==> config.mk <==
export PLATFORM = sky130hd
export DESIGN_NAME = rfsh_bus_arbiter
export DESIGN_NICKNAME = d
export VERILOG_FILES = /design/src/rtl/rba_pkg.sv /design/src/rtl/rba_prio_pick.sv /design/src/rtl/rba_resume_timer.sv /design/src/rtl/rfsh_bus_arbiter.sv
export SDC_FILE = /design/constraint.sdc
export NUM_CORES = 1
export LEC_CHECK = 0
export BUFFER_PORTS_ARGS = -buffer_cell sky130_fd_sc_hd__buf_2
export CAP_MARGIN = 15
export CORE_MARGIN = 4
export CORE_UTILIZATION = 62
export CTS_BUF_LIST = sky130_fd_sc_hd__clkbuf_4
export DETAILED_ROUTE_END_ITERATION = 8
export MAX_ROUTING_LAYER = met4
export PLACE_DENSITY_LB_ADDON = 0.12
export SETUP_SLACK_MARGIN = 0.02
export SYNTH_ARGS = -nofsm -noshare
export SYNTH_HDL_FRONTEND = slang
export SYNTH_SLANG_ARGS = --single-unit
==> constraint.sdc <==
create_clock -name clk -period 4.3 [get_ports clk]
set_input_delay 0.43 -clock clk [delete_from_list [all_inputs] [get_ports clk]]
set_output_delay 0.43 -clock clk [all_outputs]
set_load 0.005 [all_outputs]
==> src/rtl/rba_pkg.sv <==
package rba_pkg;
    localparam int SRC_COUNT   = 4;
    localparam int SRC_REFRESH = 0;
    localparam int SRC_EXTM    = 1;
    localparam int SRC_DMA     = 2;
    localparam int SRC_CPU     = 3;

    typedef logic [SRC_COUNT-1:0] src_vec_t;

    localparam src_vec_t PARK_VEC = src_vec_t'(1) << SRC_CPU;
    localparam src_vec_t REF_VEC  = src_vec_t'(1) << SRC_REFRESH;
    localparam src_vec_t EXTM_VEC = src_vec_t'(1) << SRC_EXTM;

    typedef enum logic [2:0] {
        ST_IDLE,
        ST_OWNED,
        ST_MASTER,
        ST_ACK_DROP,
        ST_REFRESH,
        ST_RETURN
    } arb_state_e;

    // Maps an arbitration winner to the state that serves it.
    function automatic arb_state_e state_for(src_vec_t win);
        if (win[SRC_REFRESH])
            return ST_REFRESH;
        else if (win[SRC_EXTM])
            return ST_MASTER;
        else if (win[SRC_DMA] || win[SRC_CPU])
            return ST_OWNED;
        return ST_IDLE;
    endfunction

    // Owner vector for a winner; with no winner the bus parks on the CPU.
    function automatic src_vec_t owner_for(src_vec_t win);
        if (win == '0)
            return PARK_VEC;
        return win;
    endfunction
endpackage

==> src/rtl/rba_prio_pick.sv <==
module rba_prio_pick #(
    parameter int N = 4
) (
    input  logic [N-1:0] req,
    output logic [N-1:0] win
);
    // blocked[i] is high when any request with index below i is active.
    logic [N-1:0] blocked;

    for (genvar i = 0; i < N; i++) begin : g_stage
        if (i == 0) begin : g_first
            assign blocked[i] = 1'b0;
        end else begin : g_rest
            assign blocked[i] = blocked[i-1] | req[i-1];
        end
        assign win[i] = req[i] & ~blocked[i];
    end
endmodule

==> src/rtl/rba_resume_timer.sv <==
module rba_resume_timer #(
    parameter int WINDOW = 8
) (
    input  logic clk,
    input  logic rst_n,
    input  logic load,
    input  logic run,
    output logic expired
);
    localparam int CW = (WINDOW < 2) ? 1 : $clog2(WINDOW);
    localparam logic [CW-1:0] START = CW'(WINDOW - 1);

    logic [CW-1:0] cnt_q;

    always_ff @(posedge clk) begin
        if (!rst_n)
            cnt_q <= '0;
        else if (load)
            cnt_q <= START;
        else if (run && cnt_q != '0)
            cnt_q <= cnt_q - 1'b1;
    end

    assign expired = (cnt_q == '0);
endmodule

==> src/rtl/rfsh_bus_arbiter.sv <==
module rfsh_bus_arbiter
    import rba_pkg::*;
#(
    parameter int RESUME_WINDOW = 8
) (
    input  logic       clk,
    input  logic       rst_n,
    input  logic       refresh_req,
    input  logic       hold_req,
    input  logic       dma_req,
    input  logic       cpu_req,
    input  logic       cycle_done,
    output logic [3:0] grant,
    output logic       hold_ack,
    output logic       refresh_strobe,
    output logic       refresh_ack
);
    arb_state_e state_q, state_d;
    src_vec_t   owner_q, owner_d;
    logic       resume_q, resume_d;
    logic       first_q, first_d;

    src_vec_t   req_all, req_nref, win_all, win_nref;
    logic       win_expired, timer_load, timer_run;

    assign req_all  = {cpu_req, dma_req, hold_req, refresh_req};
    assign req_nref = {cpu_req, dma_req, hold_req, 1'b0};

    rba_prio_pick #(.N(SRC_COUNT)) pick_all_i (
        .req (req_all),
        .win (win_all)
    );

    rba_prio_pick #(.N(SRC_COUNT)) pick_nref_i (
        .req (req_nref),
        .win (win_nref)
    );

    assign timer_load = (state_d == ST_RETURN) && (state_q != ST_RETURN);
    assign timer_run  = (state_q == ST_RETURN);

    rba_resume_timer #(.WINDOW(RESUME_WINDOW)) resume_timer_i (
        .clk     (clk),
        .rst_n   (rst_n),
        .load    (timer_load),
        .run     (timer_run),
        .expired (win_expired)
    );

    // Next-state logic.
    always_comb begin
        state_d  = state_q;
        owner_d  = owner_q;
        resume_d = resume_q;
        unique case (state_q)
            ST_IDLE: begin
                state_d  = state_for(win_all);
                owner_d  = owner_for(win_all);
                resume_d = 1'b0;
            end
            ST_OWNED: begin
                if (cycle_done) begin
                    state_d  = state_for(win_all);
                    owner_d  = owner_for(win_all);
                    resume_d = 1'b0;
                end
            end
            ST_MASTER: begin
                if (refresh_req) begin
                    state_d = ST_ACK_DROP;
                end else if (!hold_req) begin
                    state_d  = state_for(win_all);
                    owner_d  = owner_for(win_all);
                    resume_d = 1'b0;
                end
            end
            ST_ACK_DROP: begin
                if (!hold_req) begin
                    state_d  = ST_REFRESH;
                    owner_d  = REF_VEC;
                    resume_d = 1'b1;
                end
            end
            ST_REFRESH: begin
                if (cycle_done) begin
                    if (resume_q) begin
                        state_d = ST_RETURN;
                        owner_d = EXTM_VEC;
                    end else begin
                        state_d  = state_for(win_nref);
                        owner_d  = owner_for(win_nref);
                        resume_d = 1'b0;
                    end
                end
            end
            ST_RETURN: begin
                if (refresh_req) begin
                    state_d  = ST_REFRESH;
                    owner_d  = REF_VEC;
                    resume_d = 1'b1;
                end else if (hold_req) begin
                    state_d  = ST_MASTER;
                    owner_d  = EXTM_VEC;
                    resume_d = 1'b0;
                end else if (win_expired) begin
                    state_d  = state_for(win_all);
                    owner_d  = owner_for(win_all);
                    resume_d = 1'b0;
                end
            end
            default: begin
                state_d  = ST_IDLE;
                owner_d  = PARK_VEC;
                resume_d = 1'b0;
            end
        endcase
        first_d = (state_d == ST_REFRESH) && (state_q != ST_REFRESH);
    end

    // State register.
    always_ff @(posedge clk) begin
        if (!rst_n) begin
            state_q  <= ST_IDLE;
            owner_q  <= PARK_VEC;
            resume_q <= 1'b0;
            first_q  <= 1'b0;
        end else begin
            state_q  <= state_d;
            owner_q  <= owner_d;
            resume_q <= resume_d;
            first_q  <= first_d;
        end
    end

    // Output decode.
    always_comb begin
        grant          = owner_q;
        hold_ack       = (state_q == ST_MASTER);
        refresh_strobe = first_q;
        refresh_ack    = (state_q == ST_REFRESH) && cycle_done;
    end
endmodule

# Yosys cells after proc, flatten, opt, wreduce, memory -nomap -nowiden
# Cells that the tools add are included.
[totals] reg_bits=12 latchBits=0 mem_bits_rw=0 rom_bits=0 input_bits=7 output_inout_bits=7 word_cells=129 mem_count=0
[op_classes] n_addsub=1 mul=0 n_div=0 n_lt_le_gt_ge=0 n_eq_ne=15 shifts=0 muxes=82 bitwise_logic=13 n_reduce_logical=13
[ops] op="4-bit 2-to-1 mux" n=16
[ops] op="3-bit 2-to-1 mux" n=21
[ops] op="1-bit 2-to-1 mux" n=42
[ops] op="4-bit case mux with 6 select lines" n=1
[ops] op="3-bit case mux with 6 select lines" n=1
[ops] op="3-bit == test (second input constant)" n=4
[ops] op="2-bit inequality test (second input constant)" n=5
[ops] op="4-bit zero test" n=2
[ops] op="3-bit by 2-bit == test with 1-bit output (second input constant)" n=2
[ops] op="3-bit zero test" n=2
[ops] op="3-bit inequality test (second input constant)" n=2
[ops] op="6-bit AND reduction" n=1
[ops] op="1-bit bitwise AND" n=5
[ops] op="1-bit inverter" n=5
[ops] op="1-bit case mux with 5 select lines" n=1
[ops] op="1-bit logical AND" n=4
[ops] op="4-bit inequality test (second input constant)" n=1
[ops] op="3-bit by 1-bit == test with 1-bit output (second input constant)" n=1
[ops] op="1-bit OR" n=3
[ops] op="3-bit nonzero test" n=1
[ops] op="3-bit by 1-bit subtractor with 3-bit output (second input constant)" n=1
[ops] op="1-bit logical OR" n=2
[ops] op="2-bit nonzero test" n=1

# Logic depth before layout (Yosys ltp)
[depth] depth_word=19 ltp_mapped=8

# Hierarchy
# A second synthesis with hierarchy kept.
[unflattened] hier_cells=133 area_unflattened_um2=1074.8
[modules_own_cells] mod="rfsh_bus_arbiter" instances=1 cells_per_inst=109 area_each_um2=822.0 seq_area_each_um2=180.2
[modules_own_cells] mod="rba_resume_timer" instances=1 cells_per_inst=16 area_each_um2=180.2 seq_area_each_um2=60.1
[modules_own_cells] mod="rba_prio_pick" instances=2 cells_per_inst=4 area_each_um2=36.3 seq_area_each_um2=0.0

# Worst setup path after synthesis
# Ideal clock, no wire load.
[synth_path] path_type="input to register" from="in refresh_req" to="reg owner_q[2], in the netlist grant[2]" arrival_time_ns=1.409 required_ns=4.228 path_slack_ns=2.820 cell_stages=6 path_cell_list="buf_2 > nor2b_1 > o21ai_0 > a21oi_4 > nor2_8 > mux2i_1"
[synth_between] elab_chain_cells=15
[synth_lines] element="start: declaration" line_no="rfsh_bus_arbiter.sv:8" text="input logic refresh_req,"
[synth_lines] element="1-bit OR (2 in series)" line_no="rba_prio_pick.sv:14" text="assign blocked[i] = blocked[i-1] | req[i-1];"
[synth_lines] element="1-bit inverter" line_no="rba_prio_pick.sv:16" text="assign win[i] = req[i] & ~blocked[i];"
[synth_lines] element="1-bit bitwise AND" line_no="rba_prio_pick.sv:16"
[synth_lines] element="4-bit zero test" line_no="rba_pkg.sv:36" text="if (win == '0)"
[synth_lines] element="1-bit 2-to-1 mux" line_no="rba_pkg.sv:36"
[synth_lines] element="1-bit 2-to-1 mux" line_no="rfsh_bus_arbiter.sv:105" text="end else if (win_expired) begin"
[synth_lines] element="1-bit 2-to-1 mux" line_no="rfsh_bus_arbiter.sv:101" text="end else if (hold_req) begin"
[synth_lines] element="1-bit 2-to-1 mux" line_no="rfsh_bus_arbiter.sv:97" text="if (refresh_req) begin"
[synth_lines] element="1-bit 2-to-1 mux" line_no="rfsh_bus_arbiter.sv:55" text="unique case (state_q)"
[synth_lines] element="4-bit 2-to-1 mux" line_no="rba_pkg.sv:38" text="return win;"
[synth_lines] element="4-bit 2-to-1 mux" line_no="rfsh_bus_arbiter.sv:105"
[synth_lines] element="4-bit 2-to-1 mux" line_no="rfsh_bus_arbiter.sv:101"
[synth_lines] element="4-bit 2-to-1 mux" line_no="rfsh_bus_arbiter.sv:97"
[synth_lines] element="4-bit case mux with 6 select lines" line_no="rfsh_bus_arbiter.sv:55"
[synth_lines] element="end signal: assignment" line_no="rfsh_bus_arbiter.sv:129" text="owner_q <= owner_d;"
[synth_lines] element="end: declaration" line_no="rfsh_bus_arbiter.sv:19" text="src_vec_t owner_q, owner_d;"
# Parallel ways exist; a longest one is shown, timed or not. The select of a mux whose other input is x is not followed.
# A chain may end at the register's enable or synchronous reset.

# Worst setup path after layout
[layout_path] from="reg state_q[2]" to="out refresh_ack"
[layout_between] elab_chain_cells=2
[layout_lines] element="start: declaration" line_no="rfsh_bus_arbiter.sv:18" text="arb_state_e state_q, state_d;"
[layout_lines] element="start signal: assignment" line_no="rfsh_bus_arbiter.sv:128" text="state_q <= state_d;"
[layout_lines] element="3-bit == test" line_no="rfsh_bus_arbiter.sv:140" text="refresh_ack = (state_q == ST_REFRESH) && cycle_done;"
[layout_lines] element="1-bit logical AND" line_no="rfsh_bus_arbiter.sv:140"
[layout_lines] element="end: declaration" line_no="rfsh_bus_arbiter.sv:16" text="output logic refresh_ack"
# No other way between the ends.

==> results.py <==
metrics = {
    "die": {
        "die_h_um": 46.28,
        "rows": 13,
        "die_w_um": 46.28,
        "start_util": 0.6811,
        "io_pins": 14,
        "dieArea_um2": 2141,
        "coreArea_um2": 1334,
    },
    "outcome": {
        "status": "completed",
    },
    "synthesis": {
        "synth_compound_area_frac": 0.2617,
        "syn_inst": 111,
        "synthXorXnorAreaFrac": 0.01928,
        "muxShareOfSynthArea": 0.04408,
        "synthSimpleGateAreaFrac": 0.3099,
        "syn_avg_cell_area_um2": 8.184,
        "synthAdderAreaFrac": 0.02755,
        "async_flop_share": 0,
        "ys_ff_latch": 12,
        "synth_area_um2": 908.4,
        "synth-seq-area-share": 0.2645,
        "synth_fp_nets": 120,
        "yosys.cell_types.count": 43,
        "synth-edff-count": 0,
        "synth_top_family_by_area": "simple AND/OR/NAND/NOR gates",
        "yosys_most_used_dff": "dfxtp_1",
        "ys.warnings.count": 0,
    },
    "clocking": {
        "ctsHoldBuffers": 0,
        "post_cts_resized": 0,
        "insertion_delay_ns": 0.28,
        "clkSinkCount": 12,
        "cts_buffers": 3,
        "cts_buffer_depth": 2,
        "clkTransAtPathRegs_ns": 0.08,
        "cts_tree": "done",
        "htree_levels": 1,
        "cts_setup_buffers": 0,
        "cts_root_buffer": "clkbuf_4",
    },
    "worst_setup_path": {
        "arrival_ns": 1.78,
        "ff2ff_setup_slack_ns": 2.37,
        "cp_max_fo": 15,
        "cp-endpoint": "refresh_ack",
        "critPathLaunch": "state_q[2]$_SDFF_PN0_",
        "end_kind": "output pin",
        "r2r_cells": 5,
        "crit_type": "reg2out",
        "cp.required_ns": 3.87,
        "worstSetupStartpointType": "flip-flop",
        "timing.rr.end": "grant[1]$_SDFFE_PN0P_",
        "reg2reg_from": "state_q[2]$_SDFF_PN0_",
    },
    "grt": {
        "grt_pass1_wl_um": 3139,
        "grt_antenna_before_repair": 0,
        "grt_pass1_vias": 705,
        "grt_usage": 0.2104,
        "grt_max_degree": 19,
        "grt-ovfl-total": 0,
    },
    "final_layout": {
        "layout_commonest_cell": "buf_2",
        "fin_nets": 130,
        "final_cell_mix": "buf_2, dfxtp_1, nand2_1",
        "n_antenna_cell": 0,
        "drive_gt1_frac": 0.2101,
        "syn_to_final_growth_pct": 6.061,
        "final_cell_area_um2": 963.4,
    },
    "timing": {
        "finalHoldViolations": 0,
        "relSlewSlack": 0.6558,
        "hold_ws_ns": 0.4586,
        "min_period_ns": 2.207,
        "grt_setup_unrepaired": "no",
        "fin_setup_tns_ns": 0,
        "worst_clock_skew_ns": 0.01284,
        "max_freq_mhz": 453.0,
        "drv_slew": 0,
        "setup_violations": 0,
        "fin_crit_sh": 0.5133,
        "tightest_slew_ns": 0.5156,
    },
    "drt": {
        "dr.pass1.iters": 4,
        "wl_um": 1887,
        "drtIter0Drc": 33,
        "final_antenna_net_count": 0,
        "drt-vias-per-instance": 6.142,
        "drc": 0,
        "routed-via-count": 823,
        "wl_per_cell_um": 14.08,
    },
    "pwr": {
        "powerDensity_nw_per_um2": 369.3,
        "p_leak_uw": 0.0003817,
        "peakVddDrop_v": 0.0002376,
        "power_uw": 355.8,
    },
    "place": {
        "place_hpwl_um": 1355,
        "postPlaceCellArea_um2": 940.9,
        "globalplace.congestion": 0.8724,
        "portBuffers": 13,
    },
    "min_path": {
        "worst_hold_path.num_cells": 2,
        "holdCritPathClass": "reg2reg",
    },
    "job": {
        "cap_viol_max_count": 0,
    },
}
-- cells by family (layout without fill, tap and decap cells) --
logic type,Yosys count,in the layout
buf+inv,12,20
xor+xnor,2,2
fa+ha+maj,2,2
mux,4,4
compound gates,32,32
simple gates,47,47
flops,12,12
-- flip-flops by register name, indices dropped and copies added (netlist names) --
signal and flops:
resume_timer_i.cnt_q 3, state_q 3, refresh_strobe 1, resume_q 1, grant 4
-- cells in the mapped netlist, drive strengths merged, types with 2 or more instances --
library cell / number / area [µm²]
and3: 2 / 17.52
buf: 7 / 47.54
dfxtp: 12 / 240.2
mux2i: 4 / 40.04
o211ai: 2 / 15.01
nand2: 10 / 37.54
a21oi: 5 / 36.29
inv: 4 / 15.01
xnor2: 2 / 17.52
nand2b: 6 / 37.54
nor2: 10 / 53.80
nor3: 4 / 25.02
nand3b: 3 / 22.52
nor2b: 3 / 18.77
o31ai: 2 / 15.01
nor3b: 2 / 15.01
o2bb2ai: 2 / 17.52
o21ai: 11 / 55.05
a2bb2oi: 2 / 23.77
and2: 2 / 12.51
ha: 2 / 25.02
-- layer usage --
layer	up-vias	global-route usage	wire length, µm	share of wire
met4	0	0.06818	28	0.015
met5	-	-	0	0
met1	372	0.2535	823	0.44
met3	4	0.04688	126	0.067
met2	40	0.3434	907	0.48
li1	407	-	-	-
-- critical path, stage by stage, from the launching register on --
cell	delay (ns)
dfxtp_1	0.64
nor2b_1	0.50
and3_1	0.24
buf_2	0.11
-- final cells by class --
class	count	area (µm²)
Inverter	4	15.01
Tap cell	15	18.77
Timing Repair Buffer	13	65.06
Fill cell	119	370.4
Sequential cell	12	240.2
Clock buffer	3	22.52
Multi-Input combinational cell	87	601.8
-- power breakdown --
part	leakage, µW	switching [µW]	internal (µW)
sequential	0.0000988	22.6	129
clock	0.0000138	39.7	32.5
combinational	0.000269	69.0	63.1
-- worst min path at each step --
stage                          startpoint                    end
floorplan           grant[1]$_SDFFE_PN0P_  grant[1]$_SDFFE_PN0P_
global placement    grant[2]$_SDFFE_PN0P_  grant[2]$_SDFFE_PN0P_
detailed placement  grant[2]$_SDFFE_PN0P_  grant[2]$_SDFFE_PN0P_
CTS                               dma_req  grant[2]$_SDFFE_PN0P_
global route                      dma_req  grant[2]$_SDFFE_PN0P_
finish              grant[0]$_SDFFE_PN0P_  grant[0]$_SDFFE_PN0P_
-- stage by stage --
| stage | setup slack [ns] | util | std cells |
|---|---|---|---|
| floorplan | 2.820 | - | 111 |
| global placement | 2.489 | 0.7054 | 131 |
| detailed placement | 2.444 | 0.7054 | 131 |
| CTS | 2.158 | 0.7223 | 134 |
| global route | 2.028 | 0.7223 | 134 |
| finish | 2.093 | 0.7223 | 134 |
No activity file was read; power rests on OpenSTA's default activity.
